### src/rtl/drink_vend_pkg.sv
package drink_vend_pkg;

    typedef enum logic [1:0] {
        ST_IDLE   = 2'd0,
        ST_VEND   = 2'd1,
        ST_CHANGE = 2'd2
    } vend_state_e;

endpackage

### src/rtl/dv_coin_value.sv
module dv_coin_value #(
    parameter int CREDIT_W = 4,
    parameter int VAL_LO   = 1,
    parameter int VAL_MID  = 2,
    parameter int VAL_HI   = 5
) (
    input  logic                coin_lo_i,
    input  logic                coin_mid_i,
    input  logic                coin_hi_i,
    output logic [CREDIT_W-1:0] value_o
);
    localparam logic [CREDIT_W-1:0] LO_W  = CREDIT_W'(VAL_LO);
    localparam logic [CREDIT_W-1:0] MID_W = CREDIT_W'(VAL_MID);
    localparam logic [CREDIT_W-1:0] HI_W  = CREDIT_W'(VAL_HI);

    // Highest denomination wins when several pulses coincide.
    always_comb begin
        if (coin_hi_i) begin
            value_o = HI_W;
        end else if (coin_mid_i) begin
            value_o = MID_W;
        end else if (coin_lo_i) begin
            value_o = LO_W;
        end else begin
            value_o = '0;
        end
    end

endmodule

### src/rtl/dv_price_sel.sv
module dv_price_sel #(
    parameter int CREDIT_W     = 4,
    parameter int TEA_PRICE    = 2,
    parameter int COFFEE_PRICE = 3
) (
    input  logic                sel_coffee_i,
    output logic [CREDIT_W-1:0] price_o
);
    localparam logic [CREDIT_W-1:0] TEA_W    = CREDIT_W'(TEA_PRICE);
    localparam logic [CREDIT_W-1:0] COFFEE_W = CREDIT_W'(COFFEE_PRICE);

    always_comb begin
        price_o = sel_coffee_i ? COFFEE_W : TEA_W;
    end

endmodule

### src/rtl/dv_change_step.sv
module dv_change_step #(
    parameter int CREDIT_W = 4
) (
    input  logic [CREDIT_W-1:0] rem_i,
    output logic                give2_o,
    output logic                give1_o,
    output logic [CREDIT_W-1:0] rem_next_o
);
    localparam logic [CREDIT_W-1:0] TWO = CREDIT_W'(2);
    localparam logic [CREDIT_W-1:0] ONE = CREDIT_W'(1);

    always_comb begin
        give2_o    = 1'b0;
        give1_o    = 1'b0;
        rem_next_o = rem_i;
        if (rem_i >= TWO) begin
            give2_o    = 1'b1;
            rem_next_o = rem_i - TWO;
        end else if (rem_i != '0) begin
            give1_o    = 1'b1;
            rem_next_o = rem_i - ONE;
        end
    end

endmodule

### src/rtl/drink_vend_ctrl.sv
module drink_vend_ctrl #(
    parameter int CREDIT_W     = 4,
    parameter int TEA_PRICE    = 2,
    parameter int COFFEE_PRICE = 3,
    parameter int COIN_LO      = 1,
    parameter int COIN_MID     = 2,
    parameter int COIN_HI      = 5
) (
    input  logic clk,
    input  logic rst,
    input  logic sel_i,
    input  logic coin1_i,
    input  logic coin2_i,
    input  logic coin5_i,
    output logic vend_o,
    output logic chg1_o,
    output logic chg2_o
);
    import drink_vend_pkg::*;

    localparam int MAX_PRICE = (TEA_PRICE > COFFEE_PRICE) ? TEA_PRICE : COFFEE_PRICE;
    localparam logic [CREDIT_W-1:0] MAX_PRICE_W = CREDIT_W'(MAX_PRICE);

    typedef struct packed {
        vend_state_e         state;
        logic [CREDIT_W-1:0] credit;
        logic [CREDIT_W-1:0] rem;
    } ctrl_t;

    localparam ctrl_t CTRL_RESET = '{state: ST_IDLE, credit: '0, rem: '0};

    ctrl_t ctrl_d, ctrl_q;

    logic [CREDIT_W-1:0] coin_val;
    logic [CREDIT_W-1:0] price;
    logic [CREDIT_W-1:0] sum;
    logic                give2, give1;
    logic [CREDIT_W-1:0] rem_next;

    dv_coin_value #(
        .CREDIT_W (CREDIT_W),
        .VAL_LO   (COIN_LO),
        .VAL_MID  (COIN_MID),
        .VAL_HI   (COIN_HI)
    ) u_coin (
        .coin_lo_i  (coin1_i),
        .coin_mid_i (coin2_i),
        .coin_hi_i  (coin5_i),
        .value_o    (coin_val)
    );

    dv_price_sel #(
        .CREDIT_W     (CREDIT_W),
        .TEA_PRICE    (TEA_PRICE),
        .COFFEE_PRICE (COFFEE_PRICE)
    ) u_price (
        .sel_coffee_i (sel_i),
        .price_o      (price)
    );

    dv_change_step #(
        .CREDIT_W (CREDIT_W)
    ) u_step (
        .rem_i      (ctrl_q.rem),
        .give2_o    (give2),
        .give1_o    (give1),
        .rem_next_o (rem_next)
    );

    assign sum = ctrl_q.credit + coin_val;

    always_comb begin
        ctrl_d = ctrl_q;
        unique case (ctrl_q.state)
            ST_IDLE: begin
                if (sum >= price) begin
                    ctrl_d.state  = ST_VEND;
                    ctrl_d.rem    = sum - price;
                    ctrl_d.credit = '0;
                end else begin
                    ctrl_d.credit = sum;
                end
            end
            ST_VEND: begin
                ctrl_d.state = (ctrl_q.rem == '0) ? ST_IDLE : ST_CHANGE;
            end
            ST_CHANGE: begin
                ctrl_d.rem = rem_next;
                if (rem_next == '0) begin
                    ctrl_d.state = ST_IDLE;
                end
            end
            default: begin
                ctrl_d = CTRL_RESET;
            end
        endcase
    end

    always_ff @(posedge clk) begin
        if (rst) begin
            ctrl_q <= CTRL_RESET;
        end else begin
            ctrl_q <= ctrl_d;
        end
    end

    assign vend_o = (ctrl_q.state == ST_VEND);
    assign chg2_o = (ctrl_q.state == ST_CHANGE) && give2;
    assign chg1_o = (ctrl_q.state == ST_CHANGE) && give1;

    AST_RESET_QUIET: assert property (@(posedge clk)
        rst |=> (!vend_o && !chg1_o && !chg2_o)) else $error("AST_RESET_QUIET");

    AST_VEND_SINGLE: assert property (@(posedge clk) disable iff (rst)
        vend_o |=> !vend_o) else $error("AST_VEND_SINGLE");

    AST_OUT_EXCL: assert property (@(posedge clk) disable iff (rst)
        $onehot0({vend_o, chg1_o, chg2_o})) else $error("AST_OUT_EXCL");

    AST_ONE_LAST: assert property (@(posedge clk) disable iff (rst)
        chg1_o |=> (!chg1_o && !chg2_o)) else $error("AST_ONE_LAST");

    AST_CHANGE_FOLLOWS: assert property (@(posedge clk) disable iff (rst)
        (vend_o || chg2_o) |=> (chg1_o || chg2_o || ctrl_q.state == ST_IDLE)) else $error("AST_CHANGE_FOLLOWS");

    AST_IDLE_CREDIT_BOUND: assert property (@(posedge clk) disable iff (rst)
        (ctrl_q.state == ST_IDLE) |-> (ctrl_q.credit < MAX_PRICE_W)) else $error("AST_IDLE_CREDIT_BOUND");

    AST_CREDIT_CLEAR_BUSY: assert property (@(posedge clk) disable iff (rst)
        (ctrl_q.state != ST_IDLE) |-> (ctrl_q.credit == '0)) else $error("AST_CREDIT_CLEAR_BUSY");

endmodule

### config.mk
export PLATFORM = sky130hd
export DESIGN_NAME = drink_vend_ctrl
export DESIGN_NICKNAME = d
export VERILOG_FILES = /design/src/rtl/drink_vend_pkg.sv /design/src/rtl/dv_coin_value.sv /design/src/rtl/dv_price_sel.sv /design/src/rtl/dv_change_step.sv /design/src/rtl/drink_vend_ctrl.sv
export SDC_FILE = /design/constraint.sdc
export NUM_CORES = 1
export LEC_CHECK = 0
export ABC_AREA = 1
export BUFFER_PORTS_ARGS = -buffer_cell sky130_fd_sc_hd__buf_2
export CAP_MARGIN = 20
export CORE_MARGIN = 10
export CORE_UTILIZATION = 40
export DETAILED_ROUTE_END_ITERATION = 10
export PLACE_DENSITY = 0.69
export SYNTH_ARGS = -nofsm -noshare
export SYNTH_HDL_FRONTEND = slang
export SYNTH_HIERARCHICAL = 1
export SYNTH_SLANG_ARGS = --single-unit
### constraint.sdc
create_clock -name clk -period 2.3 [get_ports clk]
set_clock_uncertainty 0.15 [all_clocks]
set_input_delay 0.23 -clock clk [delete_from_list [all_inputs] [get_ports clk]]
set_output_delay 0.23 -clock clk [all_outputs]
set_load 0.05 [all_outputs]
---- Word level (Yosys, flattened, before mapping) ----
Cells that the tools add are included.
storage, ports and cells
  register bits ........................... 10
  input port bits ......................... 6
  output and inout port bits .............. 3
  logic and storage cells ................. 40
operators by class
  add/subtract/negate cells ............... 4
  order comparisons ....................... 2
  eq/ne operators ......................... 4
  muxes and demuxes ....................... 17
  bitwise logic cells ..................... 1
  reduce and logical (&&, ||, !) cells .... 9
operators by type and width
  kind                                                                                  number
  4-bit two-way mux                                                                     6
  4-bit one-hot mux with 3 select lines                                                 1
  4-bit zero test                                                                       2
  4-bit one-hot mux with 2 select lines                                                 1
  2-bit two-way mux                                                                     3
  2-bit one-hot mux with 3 select lines                                                 1
  1-bit two-way mux                                                                     5
  4-bit adder                                                                           1
  4-bit by 2-bit greater-or-equal comparator with 1-bit output (second input constant)  1
  4-bit greater-or-equal comparator                                                     1
  2-bit != test (second input constant)                                                 2
  2-bit AND reduction                                                                   2
  4-bit nonzero test                                                                    1
  4-bit by 1-bit subtractor with 4-bit output (second input constant)                   1
  4-bit by 2-bit subtractor with 4-bit output (second input constant)                   1
  4-bit subtractor                                                                      1
  2-bit by 1-bit == test with 1-bit output (second input constant)                      1
  2-bit == test (second input constant)                                                 1
  1-bit logical AND                                                                     2
  2-bit zero test                                                                       1
  2-bit OR reduction                                                                    1
  1-bit inverter                                                                        1

---- Logic depth before layout (Yosys ltp) ----
  depth in word-level cells ............... 7
  mapped depth ............................ 17
  mapped depth without buffers ............ 17

---- By module ----
The synthesis kept the hierarchy.
by module, submodules not included
  module           times used  cells each  area an instance (um^2)  seq. area each (um^2)
  drink_vend_ctrl  1           124         823.3                    200.2
  dv_change_step   1           31          190.2                    0.0
  dv_coin_value    1           8           37.5                     0.0
  dv_price_sel     1           6           37.5                     0.0

---- Least setup slack after synthesis ----
OpenSTA, ideal clock, no wires.
  path kind ............................... input-to-reg
  start point ............................. input port coin2_i
  end point ............................... register ctrl_q[3] (netlist name)
  library setup time ...................... 0.113 ns
  arrival time ............................ 2.017 ns
  required time ........................... 2.037 ns
  setup slack ............................. 0.020 ns
  stages on the path ...................... 13
  buffers on the path ..................... 0
  cell sequence ........................... inv_1 nand2_1 nand2_1 ha_1 fa_1 inv_1 fa_1 nor2_1 nor2_2 nand3_4 nand3_1 nor2_1 nor2_1
between the ends
  word-level cells in the longest chain between the ends .. 6
  elaborated cells between the ends (all ways) .. 9
  those cells by class .................... add/sub (2); order compare (1); eq/ne (1); mux (4); reduce/logical (1)
ends and longest elaborated chain
  what                                                                                 line                                          text
  start, declared                                                                      drink_vend_ctrl.sv:13                         input logic coin2_i,
  4-bit two-way mux (*)                                                                dv_coin_value.sv:20                           end else if (coin_mid_i) begin
  4-bit two-way mux (*)                                                                dv_coin_value.sv:18                           if (coin_hi_i) begin
  named net coin_val[0]                                                                drink_vend_ctrl.sv:34                         logic [CREDIT_W-1:0] coin_val;
  4-bit adder (*)                                                                      drink_vend_ctrl.sv:70                         assign sum = ctrl_q.credit + coin_val;
  4-bit subtractor / 4-bit greater-or-equal comparator (equally long branches)         drink_vend_ctrl.sv:78, drink_vend_ctrl.sv:76
  4-bit two-way mux / 2-bit != test (equally long branches)                            --
  4-bit one-hot mux with 3 select lines / 2-bit AND reduction (equally long branches)  --
  end signal, assigned                                                                 drink_vend_ctrl.sv:103                        ctrl_q <= ctrl_d;
  end, declared                                                                        drink_vend_ctrl.sv:32                         ctrl_t ctrl_d, ctrl_q;
The timed path passes the listed nets; every way through them passes the cells marked *. The select of a mux whose other input is x is not followed.
A chain may end at the register's enable or synchronous reset.

---- Final worst setup path ----
  start point ............................. register ctrl_q[4] (netlist name)
  end point ............................... register ctrl_q[2] (netlist name)
between the ends
  word-level cells in the longest chain between the ends .. 4
  elaborated cells between the ends (all ways) .. 7
  those cells by class .................... add/sub (2); order compare (1); eq/ne (1); mux (2); reduce/logical (1)
ends and longest elaborated chain
  what                                                                                 line
  4-bit adder (*)                                                                      drink_vend_ctrl.sv:70
  4-bit subtractor / 4-bit greater-or-equal comparator (equally long branches)         drink_vend_ctrl.sv:78, drink_vend_ctrl.sv:76
  4-bit two-way mux / 2-bit != test (equally long branches)                            --
  4-bit one-hot mux with 3 select lines / 2-bit AND reduction (equally long branches)  --
Mark *: on every way between the ends. The rest lies on a longest branch, timed or not. The select of a mux whose other input is x is not followed.

==> results.md <==
* Total Die Area at 5210 um2
* Slowest CP cell: fa_2
* FF+latch count, synth at 10
* Synthesized area at 1090 um2
* Die Height at 72.2 um
* Setup violations, final at 0
* Fin. Hold Viols at 0
* Peak Freq at 436 MHz
* Outcome: completed
* Most common cell after layout, fill and taps aside: nand2_1
* Htree depth at 1
* Vias per inst at 4.68
* Delay-heaviest family, CP: adder cells
* Top Ports at 9
* Largest Register: ctrl_q
* Worst Path Arrival at 2300 ps
* Final Max Tran Viols at 0
* Clock Latency Late Sink at 270 ps
* Initial DRC count at 48
* DRC viols at 0
* Final worst path period need at 2290 ps
* Critical path endpoint category: flop
* DR vias at 1026
* Buf/Inv on CP at 2
* CP Launch Type: flop
* Yosys warnings at 6
* Hold WC Path Type: input pin to flop
* ANT nets after route at 0
* Clock slew at reported path FFs at 70 ps
* Fin crit share at 0.996
* I/O Buffers at 8
* Number of global-route vias before repair at 1029
* Crit path top cell by count: nand2_1
* Post-synthesis cell type count at 22
* Ant diodes at 0
* Max cap viols at 0
* Worst path cell trace: ha_4 > fa_2 > inv_2 > fa_2 > inv_1 > nand2_1 > nand3_1 > nand2_1 > nand3b_1 > nand2_1 > nor2_1
* Site Rows at 18
* Sequential area share after synthesis at 0.184
* HPWL Detailed at 1750 um
* GPL Wtd Cong at 0.802
* RSZ-0062 raised after global routing: yes
* Total core area at 2540 um2
* # nets final at 212
* CTS max path bufs at 2
* Regs by FF count: ctrl_q: 10 flops
* Initial core utilization at 0.428
* Post-DP Area at 1180 um2
* TritonCTS Buffers at 3
* Max incr delay on CP at 550 ps
* CTS tree: built
* Mean Syn Cell Area at 6.44 um2
* Antenna violations before repair at 0
* Share of layout cells above drive strength 1 at 0.296
* CP max FO at 3
* WP data required at 2310 ps
* Gr usage total at 0.0925
* CTS root buf: clkbuf_4
* Die width at 72.2 um
* Initial DRT Pass Iterations at 4
* WL final at 2440 um
* Sink Count at 10
* Wire per inst at 11.1 um
* Most frequent cells in the layout: nand2_1 (42), inv_1 (28), nor2_1 (12), ha_1 (11), buf_4 (11)
* Largest net degree at the start of global routing at 11
* Layout area overhead at 25.6%
* First-pass GRT wire length at 4160 um
* Remaining global-route overflow at 0
* Kind of critical path: flop to flop
* Number of flip-flops in the largest register at 10
* Post-Synthesis Cells at 169
* Final instance area at 1370 um2
* CTS Hold Bufs at 0
## final timing paths
check                                            start                endpoint  slack [ps]  cells after the start
worst max-delay path            ctrl_q[4]$_SDFFE_PP0N_  ctrl_q[2]$_SDFFE_PP0P_           8                     11
worst min-delay path                               rst  ctrl_q[1]$_SDFFE_PP0P_         240                      4
worst max register to register  ctrl_q[4]$_SDFFE_PP0N_  ctrl_q[2]$_SDFFE_PP0P_           8                     11
worst min register to register  ctrl_q[1]$_SDFFE_PP0P_  ctrl_q[1]$_SDFFE_PP0P_         370                      2
## layout make-up
cell class	instances	area, um2
Fill cell	232	1180
Timing Repair Buffer	20	134
Clock buffer	4	36.3
Multi-Input combinational cell	121	826
Sequential cell	10	201
Inverter	34	133
Tap cell	30	37.5
## logic make-up (layout without fill, tap and decap cells)
logic type | Yosys count | count (layout) | share of synthesized area
simple gates | 82 | 83 | 0.354
other cells | 3 | 4 | 0.0103
xor+xnor | 3 | 3 | 0.0241
flops | 10 | 10 | 0.184
fa+ha+maj | 16 | 16 | 0.198
buf+inv | 40 | 58 | 0.159
compound gates | 15 | 15 | 0.0713
## routing by layer
metal,global-route usage,routed length (um),vias to the layer above
met4,0.0237,15,0
met2,0.168,1240,19
met3,0.0177,70,2
met5,0,0,-
met1,0.107,1110,457
li1,-,-,548
## tightest hold or removal path: cells and delay by family
| kind | cells | cell delay [ps] |
|---|---|---|
| and+or+nand+nor | 2 | 150 |
| buffers and inverters | 2 | 250 |
## synthesized netlist by cell type, drive strengths merged
| library cell | count | area [um2] |
|---|---|---|
| nand4 | 2 | 12.5 |
| fa | 2 | 40.0 |
| clkinv | 1 | 3.75 |
| nand3b | 2 | 15.0 |
| inv | 33 | 124 |
| xor2 | 3 | 26.3 |
| ha | 14 | 175 |
| nor3 | 1 | 10.0 |
| buf | 6 | 45.0 |
| nor2 | 20 | 87.6 |
| a21oi | 9 | 45.0 |
| conb | 3 | 11.3 |
| nand2 | 46 | 180 |
| nand3 | 11 | 80.1 |
| o21ai | 5 | 25.0 |
| dfxtp | 10 | 200 |
| o211ai | 1 | 7.51 |
## metrics by stage
step	util	instances	hold WS [ps]	setup TNS, ps	setup WS (ps)
3_5_place_dp	0.466	210	370	-1460	-178
5_1_grt	0.537	219	285	-434	-90.2
6_report	0.537	219	237	0	8.36
4_1_cts	0.499	218	226	0	0.331
2_1_floorplan	-	170	327	0	19.8
3_3_place_gp	0.466	210	346	-943	-127
## repair_timing
item	CTS	global route
gates cloned	1	0
buffers inserted	3	2
endpoints found under the setup margin	10	10
resized for setup	4	22
pin swaps	4	5
Power is left out: the tool's default activity adds up to more than one toggle a clock period on the data nets, which glitch-free logic cannot reach.
